$ cat src/rtl/pllctl_pkg.sv
package pllctl_pkg;

    localparam int REG_W      = 6;
    localparam int NUM_REGS   = 4;
    localparam int ADDR_W     = $clog2(NUM_REGS);
    localparam int FRAME_BITS = ADDR_W + REG_W;
    localparam int CODE_W     = 3;

    typedef logic [ADDR_W-1:0] addr_t;
    typedef logic [REG_W-1:0]  word_t;
    typedef logic [CODE_W-1:0] code_t;

    typedef struct packed {
        addr_t addr;
        word_t data;
    } wr_req_t;

    typedef struct packed {
        logic       lpf;
        logic [1:0] cur;
    } pll_cfg_t;

    typedef enum logic {
        ROUTE_APP = 1'b0,
        ROUTE_SYN = 1'b1
    } route_e;

    localparam code_t TC_APP = 3'b000;
    localparam code_t TC_SYN = 3'b110;

    localparam int CFG_REG  = 0;
    localparam int TEST_REG = 3;

    function automatic route_e decode_route(input code_t c);
        return (c == TC_SYN) ? ROUTE_SYN : ROUTE_APP;
    endfunction

    function automatic pll_cfg_t unpack_cfg(input word_t w);
        pll_cfg_t r;
        r.cur = w[1:0];
        r.lpf = w[2];
        return r;
    endfunction

endpackage

$ cat src/rtl/pllctl_sync.sv
module pllctl_sync #(
    parameter int W      = 3,
    parameter int STAGES = 2
) (
    input  logic         clk,
    input  logic         rst,
    input  logic [W-1:0] d,
    output logic [W-1:0] q,
    output logic [W-1:0] q_prev
);
    logic [W-1:0] stage_q [STAGES];

    always_ff @(posedge clk) begin
        if (rst) stage_q[0] <= '0;
        else     stage_q[0] <= d;
    end

    for (genvar s = 1; s < STAGES; s++) begin : g_stage
        always_ff @(posedge clk) begin
            if (rst) stage_q[s] <= '0;
            else     stage_q[s] <= stage_q[s-1];
        end
    end

    always_ff @(posedge clk) begin
        if (rst) q_prev <= '0;
        else     q_prev <= stage_q[STAGES-1];
    end

    assign q = stage_q[STAGES-1];
endmodule

$ cat src/rtl/pllctl_rx.sv
module pllctl_rx
    import pllctl_pkg::*;
#(
    parameter int NBITS = FRAME_BITS
) (
    input  logic    clk,
    input  logic    rst,
    input  logic    sck_s,
    input  logic    sck_p,
    input  logic    sdi_s,
    input  logic    sen_s,
    input  logic    sen_p,
    output logic    wr_valid,
    output wr_req_t wr_q
);
    localparam int CNT_MAX = NBITS + 1;
    localparam int CNT_W   = $clog2(CNT_MAX + 1);

    logic [CNT_W-1:0] cnt_q;
    logic [NBITS-1:0] sh_q;
    logic             sck_rise, en_rise, en_fall;

    assign sck_rise = sck_s & ~sck_p;
    assign en_rise  = sen_s & ~sen_p;
    assign en_fall  = ~sen_s & sen_p;

    always_ff @(posedge clk) begin
        if (rst) begin
            cnt_q    <= '0;
            sh_q     <= '0;
            wr_valid <= 1'b0;
            wr_q     <= '0;
        end else begin
            wr_valid <= 1'b0;
            if (en_rise) begin
                cnt_q <= '0;
            end else if (en_fall) begin
                if (cnt_q == CNT_W'(NBITS)) begin
                    wr_valid <= 1'b1;
                    wr_q     <= wr_req_t'(sh_q);
                end
                cnt_q <= '0;
            end else if (sen_s && sck_rise) begin
                sh_q <= {sh_q[NBITS-2:0], sdi_s};
                if (cnt_q != CNT_W'(CNT_MAX)) cnt_q <= cnt_q + 1'b1;
            end
        end
    end

    p_one_pulse_r1: assert property (@(posedge clk) disable iff (rst)
        wr_valid |=> !wr_valid);
    p_cnt_bound_r3: assert property (@(posedge clk) disable iff (rst)
        cnt_q <= CNT_W'(CNT_MAX));
    p_cnt_clear_r2: assert property (@(posedge clk) disable iff (rst)
        en_rise |=> (cnt_q == '0));
endmodule

$ cat src/rtl/pllctl_regfile.sv
module pllctl_regfile
    import pllctl_pkg::*;
#(
    parameter int NREG = NUM_REGS
) (
    input  logic                       clk,
    input  logic                       rst,
    input  logic                       wr_valid,
    input  wr_req_t                    wr_q,
    output logic [NREG-1:0][REG_W-1:0] bank_q
);
    for (genvar i = 0; i < NREG; i++) begin : g_reg
        always_ff @(posedge clk) begin
            if (rst)
                bank_q[i] <= '0;
            else if (wr_valid && (wr_q.addr == addr_t'(i)))
                bank_q[i] <= wr_q.data;
        end
    end

    p_hold_r2: assert property (@(posedge clk) disable iff (rst)
        !wr_valid |=> $stable(bank_q));
    p_write_r4: assert property (@(posedge clk) disable iff (rst)
        wr_valid |=> (bank_q[$past(wr_q.addr)] == $past(wr_q.data)));
endmodule

$ cat src/rtl/pllctl_router.sv
module pllctl_router
    import pllctl_pkg::*;
(
    input  code_t code,
    input  logic  app_out,
    input  logic  fsyn_div,
    input  logic  osc_pad,
    output logic  test_pin,
    output logic  osc_core,
    output logic  fref_ext
);
    route_e mode;

    always_comb begin
        mode = decode_route(code);
        unique case (mode)
            ROUTE_SYN: begin
                test_pin = fsyn_div;
                osc_core = 1'b0;
                fref_ext = osc_pad;
            end
            default: begin
                test_pin = app_out;
                osc_core = osc_pad;
                fref_ext = 1'b0;
            end
        endcase
    end

    always_comb begin
        if (code != TC_SYN) p_app_fallback_r10: assert (fref_ext == 1'b0);
        p_exclusive_r9: assert (!(osc_core && fref_ext));
    end
endmodule

$ cat src/rtl/pll_ctl_serial.sv
module pll_ctl_serial
    import pllctl_pkg::*;
(
    input  logic                           clk,
    input  logic                           rst,
    input  logic                           bus_clk,
    input  logic                           bus_dat,
    input  logic                           bus_en,
    input  logic                           app_out_i,
    input  logic                           fsyn_div_i,
    input  logic                           osc_pad_i,
    output logic [NUM_REGS*REG_W-1:0]      reg_bank_o,
    output logic [1:0]                     cur_sel_o,
    output logic                           filt_sel_o,
    output logic                           test_pin_o,
    output logic                           osc_core_o,
    output logic                           fref_ext_o
);
    logic [2:0] bus_s, bus_p;
    logic       wr_valid;
    wr_req_t    wr_q;
    logic [NUM_REGS-1:0][REG_W-1:0] bank;
    pll_cfg_t   cfg;

    pllctl_sync #(.W(3), .STAGES(2)) u_sync (
        .clk    (clk),
        .rst    (rst),
        .d      ({bus_en, bus_dat, bus_clk}),
        .q      (bus_s),
        .q_prev (bus_p)
    );

    pllctl_rx #(.NBITS(FRAME_BITS)) u_rx (
        .clk      (clk),
        .rst      (rst),
        .sck_s    (bus_s[0]),
        .sck_p    (bus_p[0]),
        .sdi_s    (bus_s[1]),
        .sen_s    (bus_s[2]),
        .sen_p    (bus_p[2]),
        .wr_valid (wr_valid),
        .wr_q     (wr_q)
    );

    pllctl_regfile #(.NREG(NUM_REGS)) u_regs (
        .clk      (clk),
        .rst      (rst),
        .wr_valid (wr_valid),
        .wr_q     (wr_q),
        .bank_q   (bank)
    );

    assign cfg        = unpack_cfg(bank[CFG_REG]);
    assign cur_sel_o  = cfg.cur;
    assign filt_sel_o = cfg.lpf;
    assign reg_bank_o = bank;

    pllctl_router u_route (
        .code     (bank[TEST_REG][CODE_W-1:0]),
        .app_out  (app_out_i),
        .fsyn_div (fsyn_div_i),
        .osc_pad  (osc_pad_i),
        .test_pin (test_pin_o),
        .osc_core (osc_core_o),
        .fref_ext (fref_ext_o)
    );

    p_reset_zero_r5: assert property (@(posedge clk)
        $past(rst) |-> (reg_bank_o == '0));
endmodule

$ cat config.mk
export PLATFORM = sky130hd
export DESIGN_NAME = pll_ctl_serial
export DESIGN_NICKNAME = d
export VERILOG_FILES = /design/src/rtl/pllctl_pkg.sv /design/src/rtl/pllctl_sync.sv /design/src/rtl/pllctl_rx.sv /design/src/rtl/pllctl_regfile.sv /design/src/rtl/pllctl_router.sv /design/src/rtl/pll_ctl_serial.sv
export SDC_FILE = /design/constraint.sdc
export NUM_CORES = 1
export LEC_CHECK = 0
export BUFFER_PORTS_ARGS = -buffer_cell sky130_fd_sc_hd__buf_4
export CAP_MARGIN = 30
export CELL_PAD_IN_SITES_DETAIL_PLACEMENT = 2
export CELL_PAD_IN_SITES_GLOBAL_PLACEMENT = 2
export CORE_ASPECT_RATIO = 0.75
export CORE_UTILIZATION = 36
export DETAILED_ROUTE_END_ITERATION = 10
export PLACE_DENSITY_LB_ADDON = 0.1
export SYNTH_ARGS = -nofsm -noshare
export SYNTH_HDL_FRONTEND = slang
export SYNTH_SLANG_ARGS = --single-unit
$ cat constraint.sdc
create_clock -name clk -period 4.3 [get_ports clk]
set_input_delay 0.43 -clock clk [delete_from_list [all_inputs] [get_ports clk]]
set_output_delay 0.43 -clock clk [all_outputs]
set_load 0.02 [all_outputs]
==> impl_metrics.ini <==
[timing]
rsz0062_at_grt = false
relSlewSlack = 0.6549
hold_violations = 0
slew_viol_final = 0
period_share = 0.4095
min_period_ns = 1.761
fin_ws_ns = 2.539
final.setup.tns_ns = 0
fin_skew_ns = 0.01277
fmax_mhz = 567.9
holdWs_ns = 0.3306
worst_pin_slew_ns = 0.5176
setup_viol = 0

[yosys]
async_flop_share = 0
synth-seq-area-share = 0.5115
yosysTopAreaCellShare = 0.5115
synth_commonest_cells = 53 x dfxtp_1, 28 x mux2i_1, 27 x nor2_1
ys.flop_type = dfxtp_1
ys_seq_elements = 53
yosysMostFrequentCell = dfxtp_1
synthesis.nets = 221
synth_warnings = 0
syn_avg_cell_area_um2 = 9.974
netlist_instances = 208
synthTopCellsByArea = dfxtp_1 51%, mux2i_1 14%, nor2_1 4.9%, ha_1 3.0%, nand2b_1 3.0%
synth_edf_count = 0
syn_area_um2 = 2074
synth_area_leader_cell = dfxtp_1
ys_types = 26

[cells_and_area]
insertedDiodeCount = 0
design_area_um2 = 2472
layout-drive-gt1-share = 0.1983
syn_to_final_growth_pct = 19.18
nNetsFinal = 254
utilization = 0.4546
layout.cells.non_filler = 317

[clock_network]
cts_buffers = 5
clock_latency_ns = 0.31
path_clk_slew_ns = 0.09
hold_buffers = 0
postCtsSetupBuffers = 0
clock_sinks = 53
clk_path_buf_depth = 2
cts_root_buf = clkbuf_8
cts_tree = done
ctsResizeCount = 0
h-tree-depth = 2

[placement]
dpl_worst_slack_ns = 2.649
hpwl_um = 3761
portBuffers = 37
dp_cells = 309
globalplace.congestion = 0.7247
postPlaceCellArea_um2 = 2389

[grt]
grt_overflow = 0
grt_pass1_vias = 1606
antenna_found_initial = 0
grt_usage = 0.1828
grt_max_degree = 59
grt_pass1_wl_um = 7955

[detailed_routing]
drtIter0Drc = 22
viasPerCell = 4.864
dr_wl_met3_um = 192
wl_um = 5081
met1_length_um = 2339
drc = 0
final_antenna_net_count = 0
dr.pass1.iters = 3
top_layer_used = met4
wl_met2_um = 2480
wire_per_inst_um = 16.03
vias = 1542

[worst_hold_path]
hold_path.class = input port to register

[die]
die_area_um2 = 6073
core_area_um2 = 5439
fp.dieW_um = 89.66
row_count = 23
num_io_pins = 38
start_util = 0.3814
die_h_um = 67.74

[power_and_ir_drop]
power.leakage_nw = 1.059
vdd_drop_max_mv = 0.2293
p_total_mw = 0.7978
powerDensity_nw_per_um2 = 322.7

[worst_setup_path]
crit_type = register to output port
crit_fanout = 3
cp-end-kind = output port
cp.required_ns = 3.87
arrival_ns = 1.33
start_kind = register

[flow_run]
maxCapViolCount = 0

[outcome]
status = finished, final reports clean
==> worst max-delay path, stage by stage, from the launching register on <==
cell and delay, ns:
dfxtp_1 0.36, nand3b_1 0.16, mux2_2 0.35, buf_4 0.16
==> cells by family after synthesis <==
logic type      synth area share
flops                     0.5115
fa+ha+maj                0.03016
buf+inv                  0.03860
mux                       0.1405
compound gates           0.05127
simple gates              0.2280
==> final timing paths <==
kind                                      startpoint                    to  slack (ns)  depth (start not counted)
worst max register to register      u_sync.q_prev[2]          u_rx.wr_q[1]        2.64                          5
worst max-delay path               u_regs.bank_q[18]            test_pin_o        2.54                          3
worst min register to register  u_sync.stage_q[0][0]  u_sync.stage_q[1][0]        0.45                          1
worst min-delay path                         bus_dat  u_sync.stage_q[0][1]        0.33                          2
==> cell usage in the layout, fill, tap and decap left out <==
cell | synthesis | layout
mux2_2 | 1 | 1
and3b_1 | 1 | 1
and2_1 | 2 | 2
nand4b_1 | 7 | 7
o21ai_0 | 9 | 9
a2111o_1 | 1 | 1
nor3b_4 | 1 | 1
nor3_1 | 1 | 1
mux2i_1 | 28 | 28
clkbuf_1 | 6 | 2
inv_1 | 6 | 6
nand3b_2 | 2 | 2
ha_1 | 5 | 5
a21oi_1 | 10 | 10
nand3_1 | 2 | 2
buf_4 | 4 | 37
nand3b_1 | 2 | 2
clkinvlp_4 | 0 | 1
or3_1 | 3 | 3
nand2_1 | 16 | 16
clkbuf_8 | 0 | 5
nor2_1 | 27 | 27
and4b_1 | 1 | 1
nor2b_1 | 8 | 8
and4bb_4 | 1 | 1
dfxtp_1 | 53 | 53
nand2b_1 | 10 | 10
==> metal layers <==
layer  track usage  up-vias
li1              -      761
met1        0.2185      751
met2        0.3134       24
met3       0.04890        6
met4       0.07143        0
met5             0        -
==> state kept, by name, summed over array words and instances (netlist names) <==
register,cells
u_rx.wr_q,8
u_sync.q_prev,2
u_regs.bank_q,24
u_rx.cnt_q,4
u_rx.wr_valid,1
u_sync.stage_q,6
u_rx.sh_q,8
==> report_power, final <==
| part | internal, mW | switching [mW] | leakage [nW] |
|---|---|---|---|
| clock | 0.116 | 0.162 | 0.0385 |
| sequential | 0.494 | 0.00166 | 0.428 |
| combinational | 0.0114 | 0.0137 | 0.592 |
| total | 0.621 | 0.177 | 1.06 |
==> cell type report <==
cell class / count / area, µm²
Fill cell: 599 / 2967
Sequential cell: 53 / 1061
Multi-Input combinational cell: 138 / 933.4
Timing Repair Buffer: 37 / 277.8
Tap cell: 75 / 93.84
Clock buffer: 7 / 76.32
Inverter: 6 / 22.52
Clock inverter: 1 / 7.507
Power figures use the tool's default switching activity.
